--- src/rtl/chdiv_pkg.sv ---
package chdiv_pkg;
  parameter int unsigned CW = 4;
  localparam int unsigned DW = 2 * CW;

  localparam int unsigned START_BIT  = CW;
  localparam int unsigned FORCE_BIT  = CW + 1;
  localparam int unsigned IGNORE_BIT = CW + 2;
  localparam int unsigned BYPASS_BIT = CW + 3;

  typedef struct packed {
    logic [CW-1:0] hi_cnt;
    logic [CW-1:0] lo_cnt;
    logic [CW-1:0] ph_off;
    logic          start_hi;
  } timing_t;
endpackage

--- src/rtl/chdiv_rst_sync.sv ---
module chdiv_rst_sync #(
  parameter int unsigned STAGES = 2
) (
  input  logic clk,
  input  logic arst_n,
  output logic srst_n
);
  logic [STAGES-1:0] sh_q;
  logic [STAGES-1:0] sh_d;

  always_comb begin
    sh_d = {sh_q[STAGES-2:0], 1'b1};
  end

  always_ff @(posedge clk or negedge arst_n) begin
    if (!arst_n) begin
      sh_q <= '0;
    end else begin
      sh_q <= sh_d;
    end
  end

  assign srst_n = sh_q[STAGES-1];
endmodule

--- src/rtl/chdiv_cfg.sv ---
module chdiv_cfg
  import chdiv_pkg::*;
#(
  parameter bit BYPASS_RST = 1'b0
) (
  input  logic          clk,
  input  logic          rst_n,
  input  logic          cfg_we,
  input  logic          cfg_addr,
  input  logic [DW-1:0] cfg_wdata,
  output timing_t       stg_q,
  output logic          ignore_q,
  output logic          force_q,
  output logic          bypass_q
);
  timing_t stg_d;
  logic    ignore_d, force_d, bypass_d;
  logic    wr_cnt_en, wr_ctl_en;

  assign wr_cnt_en = cfg_we && !cfg_addr;
  assign wr_ctl_en = cfg_we &&  cfg_addr;

  always_comb begin
    stg_d    = stg_q;
    ignore_d = ignore_q;
    force_d  = force_q;
    bypass_d = bypass_q;
    if (wr_cnt_en) begin
      stg_d.hi_cnt = cfg_wdata[CW-1:0];
      stg_d.lo_cnt = cfg_wdata[2*CW-1:CW];
    end
    if (wr_ctl_en) begin
      stg_d.ph_off   = cfg_wdata[CW-1:0];
      stg_d.start_hi = cfg_wdata[START_BIT];
      force_d        = cfg_wdata[FORCE_BIT];
      ignore_d       = cfg_wdata[IGNORE_BIT];
      bypass_d       = cfg_wdata[BYPASS_BIT];
    end
  end

  always_ff @(posedge clk or negedge rst_n) begin
    if (!rst_n) begin
      stg_q    <= '0;
      ignore_q <= 1'b0;
      force_q  <= 1'b0;
      bypass_q <= BYPASS_RST;
    end else if (cfg_we) begin
      stg_q    <= stg_d;
      ignore_q <= ignore_d;
      force_q  <= force_d;
      bypass_q <= bypass_d;
    end
  end
endmodule

--- src/rtl/chdiv_core.sv ---
module chdiv_core
  import chdiv_pkg::*;
(
  input  logic          clk,
  input  logic          rst_n,
  input  logic          hold,
  input  timing_t       stg,
  output timing_t       act_q,
  output logic [CW-1:0] cnt_q,
  output logic [CW-1:0] dly_q,
  output logic          lvl_q
);
  timing_t       act_d;
  logic [CW-1:0] cnt_d, dly_d, lim;
  logic          lvl_d;
  logic          at_end;
  logic          period_end;

  // terminal count of the phase now on the output
  assign lim        = lvl_q ? act_q.hi_cnt : act_q.lo_cnt;
  assign at_end     = (dly_q == '0) && (cnt_q == lim);
  // second phase of the period finishing: safe point to adopt staging
  assign period_end = at_end && (lvl_q != act_q.start_hi);

  always_comb begin
    act_d = act_q;
    cnt_d = cnt_q;
    dly_d = dly_q;
    lvl_d = lvl_q;
    if (hold) begin
      act_d = stg;
      cnt_d = '0;
      dly_d = stg.ph_off;
      lvl_d = stg.start_hi;
    end else if (dly_q != '0) begin
      dly_d = dly_q - 1'b1;
    end else if (period_end) begin
      act_d = stg;
      cnt_d = '0;
      lvl_d = stg.start_hi;
    end else if (at_end) begin
      cnt_d = '0;
      lvl_d = ~lvl_q;
    end else begin
      cnt_d = cnt_q + 1'b1;
    end
  end

  always_ff @(posedge clk or negedge rst_n) begin
    if (!rst_n) begin
      act_q <= '0;
      cnt_q <= '0;
      dly_q <= '0;
      lvl_q <= 1'b0;
    end else begin
      act_q <= act_d;
      cnt_q <= cnt_d;
      dly_q <= dly_d;
      lvl_q <= lvl_d;
    end
  end
endmodule

--- src/rtl/chdiv_outsel.sv ---
module chdiv_outsel (
  input  logic clk_in,
  input  logic bypass,
  input  logic ignore,
  input  logic force_lvl,
  input  logic lvl,
  output logic clk_out
);
  always_comb begin
    if (bypass) begin
      clk_out = clk_in;
    end else if (ignore) begin
      clk_out = force_lvl;
    end else begin
      clk_out = lvl;
    end
  end
endmodule

--- src/rtl/chdiv_channel.sv ---
module chdiv_channel
  import chdiv_pkg::*;
#(
  parameter bit          BYPASS_RST = 1'b0,
  parameter int unsigned RST_STAGES = 2
) (
  input  logic          clk_in,
  input  logic          rst_n,
  input  logic          sync_n,
  input  logic          cfg_we,
  input  logic          cfg_addr,
  input  logic [DW-1:0] cfg_wdata,
  output logic          clk_out
);
  logic          rst_int_n;
  timing_t       stg_q, act_q;
  logic          ignore_q, force_q, bypass_q;
  logic [CW-1:0] cnt_q, dly_q;
  logic          lvl_q;
  logic          hold;

  chdiv_rst_sync #(.STAGES(RST_STAGES)) rst_sync_i (
    .clk    (clk_in),
    .arst_n (rst_n),
    .srst_n (rst_int_n)
  );

  chdiv_cfg #(.BYPASS_RST(BYPASS_RST)) cfg_i (
    .clk       (clk_in),
    .rst_n     (rst_int_n),
    .cfg_we    (cfg_we),
    .cfg_addr  (cfg_addr),
    .cfg_wdata (cfg_wdata),
    .stg_q     (stg_q),
    .ignore_q  (ignore_q),
    .force_q   (force_q),
    .bypass_q  (bypass_q)
  );

  assign hold = !sync_n && !ignore_q;

  chdiv_core core_i (
    .clk   (clk_in),
    .rst_n (rst_int_n),
    .hold  (hold),
    .stg   (stg_q),
    .act_q (act_q),
    .cnt_q (cnt_q),
    .dly_q (dly_q),
    .lvl_q (lvl_q)
  );

  chdiv_outsel outsel_i (
    .clk_in    (clk_in),
    .bypass    (bypass_q),
    .ignore    (ignore_q),
    .force_lvl (force_q),
    .lvl       (lvl_q),
    .clk_out   (clk_out)
  );
endmodule

--- config.mk ---
export PLATFORM = sky130hd
export DESIGN_NAME = chdiv_channel
export DESIGN_NICKNAME = d
export VERILOG_FILES = /design/src/rtl/chdiv_pkg.sv /design/src/rtl/chdiv_rst_sync.sv /design/src/rtl/chdiv_cfg.sv /design/src/rtl/chdiv_core.sv /design/src/rtl/chdiv_outsel.sv /design/src/rtl/chdiv_channel.sv
export SDC_FILE = /design/constraint.sdc
export NUM_CORES = 1
export LEC_CHECK = 0
export CAP_MARGIN = 20
export CELL_PAD_IN_SITES_DETAIL_PLACEMENT = 1
export CELL_PAD_IN_SITES_GLOBAL_PLACEMENT = 1
export CORE_UTILIZATION = 54
export CTS_BUF_LIST = sky130_fd_sc_hd__clkbuf_4 sky130_fd_sc_hd__clkbuf_8
export DETAILED_ROUTE_END_ITERATION = 8
export HOLD_SLACK_MARGIN = 0.02
export PLACE_DENSITY = 0.95
export SKIP_CTS_REPAIR_TIMING = 1
export SKIP_LAST_GASP = 1
export SYNTH_ARGS = -nofsm -noshare
export SYNTH_HDL_FRONTEND = slang
export SYNTH_HIERARCHICAL = 1
export SYNTH_SLANG_ARGS = --single-unit
--- constraint.sdc ---
create_clock -name clk_in -period 2.3 [get_ports clk_in]
set_input_delay 0.575 -clock clk_in [delete_from_list [all_inputs] [get_ports clk_in]]
set_output_delay 0.575 -clock clk_in [all_outputs]
set_load 0.03 [all_outputs]
==> flow_metrics.tcl <==
set metrics [dict create \
    status "complete, no violations" \
    dpl.hpwl_microns 2570 \
    grt_usage 0.270 \
    power_frac_clock 0.270 \
    clkTransAtPathRegs_ns 0.11 \
    routed-via-count 1095 \
    grt_pass1_vias 1286 \
    crit_required_ns 1.73 \
    syn_nets 147 \
    ir_drop_v 0.000517 \
    slew_violations 0 \
    cts_tree "built" \
    nets 168 \
    core_sq_um 3080 \
    swShare 0.345 \
    grt_pass1_wl_microns 6260 \
    worstPathArrival_ns 1.72 \
    crit_type "clock port to output pin" \
    postRouteAntennaNets 0 \
    drive_gt1_frac 0.344 \
    power.total_mw 2.38 \
    drc 0 \
    critical_path.max_fanout 2 \
    syn-cell-area_sq_um 1770 \
    finClkSkew_ns 0.00947 \
    met3_length_microns 147 \
    syn_inst 132 \
    chipWidth_microns 59.3 \
    vias_per_cell 5.53 \
    post-route-util 0.672 \
    setup_viol 0 \
    syn_avg_cell_area_sq_um 13.4 \
    met2_length_microns 2200 \
    maxSlewHeadroom 0.666 \
    gp_congestion 0.802 \
    power_density_nw_per_um2 1150 \
    grt_max_degree 35 \
    ios 14 \
    antenna_found_initial 0 \
    io_buffers 13 \
    top_layer "met4" \
    wl_microns 4070 \
    diodes 0 \
    switchingPower_mw 0.822 \
    initial_utilization 0.576 \
    worst_slew_pin_slew_ns 0.498 \
    syn_to_final_growth_pct 16.7 \
    hold_violations 0 \
    rows 20 \
    cp-end-kind "output pin" \
    insertion_delay_ns 0.48 \
    p_int_mw 1.56 \
    wl_per_cell_microns 20.5 \
    start_kind "clock port" \
    p_leak_nw 0.928 \
    wl_met1_microns 1610 \
    hold_path.class "input port to asynchronous set/reset pin" \
    p_comb_frac 0.313 \
    drt-initial-drc-count 44 \
    grt_overflow 0 \
    ys_warn_count 6 \
    die_height_microns 59.3 \
    dieArea_sq_um 3520 \
    cap_violations 0 \
    first_pass_iters 4 \
    seqPwrFrac 0.417 \
]
[per-layer routing]
| layer | up-vias | global-route usage |
|---|---|---|
| li1 | 506 | - |
| met1 | 556 | 0.279 |
| met2 | 22 | 0.469 |
| met3 | 11 | 0.0808 |
| met4 | 0 | 0.180 |
| met5 | - | 0 |
[power by group through the flow]
stage	logic, mW	clock network, mW	registers (mW)
floorplan	0.614	0.0336	0.923
global placement	0.660	0.0540	0.973
detailed placement	0.710	0.0540	0.997
CTS	0.737	0.674	0.991
global route	0.808	0.681	1.01
finish	0.746	0.645	0.994
[sequential cells by signal, indices dropped and copies added, names as in the netlist]
name             flops
cfg_i/stg_q         13
core_i/act_q         9
core_i/cnt_q         4
core_i/dly_q         4
rst_sync_i/sh_q      2
cfg_i/bypass_q       1
cfg_i/force_q        1
cfg_i/ignore_q       1
core_i/lvl_q         1
[worst paths after layout]
path	start	endpoint	slack (ns)	cells after the start
max	clk_in	clk_out	0.003	5
min	rst_n	rst_sync_i/sh_q[0]$_DFF_PN0_	0.25	1
max reg2reg	core_i/dly_q[0]$_DFFE_PN0P_	core_i/act_q[6]$_DFFE_PN0P_	0.12	8
min reg2reg	rst_sync_i/sh_q[1]$_DFF_PN0_	core_i/act_q[12]$_DFFE_PN0P_	0.28	1
max in group asynchronous	rst_sync_i/sh_q[1]$_DFF_PN0_	core_i/lvl_q$_DFFE_PN0P_	1.68	1
min in group clk_in	rst_sync_i/sh_q[0]$_DFF_PN0_	rst_sync_i/sh_q[1]$_DFF_PN0_	0.37	0
[worst max-delay path, stage by stage]
cell	delay (ns)
clkbuf_4	0.11
clkbuf_4	0.12
nand2_1	0.06
o21ai_1	0.08
buf_2	0.19
[through the flow]
step           setup TNS [ns]  instance area [sq um]  hold WS (ns)  instances  worst slack [ns]
2_1_floorplan               0                   1770         0.279        132             0.288
3_3_place_gp          -0.0851                   1950         0.273        187           -0.0851
3_5_place_dp          -0.0861                   1950         0.289        187           -0.0861
4_1_cts                -0.569                   2070         0.230        198            -0.472
5_1_grt               -0.0647                   2070         0.231        198           -0.0210
6_report                    0                   2070         0.246        198           0.00299
[final cells by class]
| type | instances | area [sq um] |
|---|---|---|
| Clock inverter | 1 | 30.0 |
| Sequential cell | 36 | 902 |
| Multi-Input combinational cell | 89 | 826 |
| Tap cell | 44 | 55.1 |
| Inverter | 2 | 7.51 |
| Fill cell | 311 | 1010 |
| Clock buffer | 11 | 92.6 |
| Timing Repair Buffer | 15 | 155 |
[cell usage in the layout, fill, tap and decap left out, types with 2 or more instances in the layout]
master / n
mux2i_1: 7
clkbuf_8: 2
dfrtp_1: 35
buf_4: 2
xnor2_1: 4
clkbuf_4: 8
nand2_1: 10
nor3_1: 4
clkdlybuf4s50_1: 12
a21oi_1: 2
xor2_1: 3
nor2b_1: 2
nor2_1: 4
inv_1: 2
mux2_4: 15
mux2_2: 11
and2b_2: 2
o21ai_0: 4
Power figures use the tool's default switching activity.
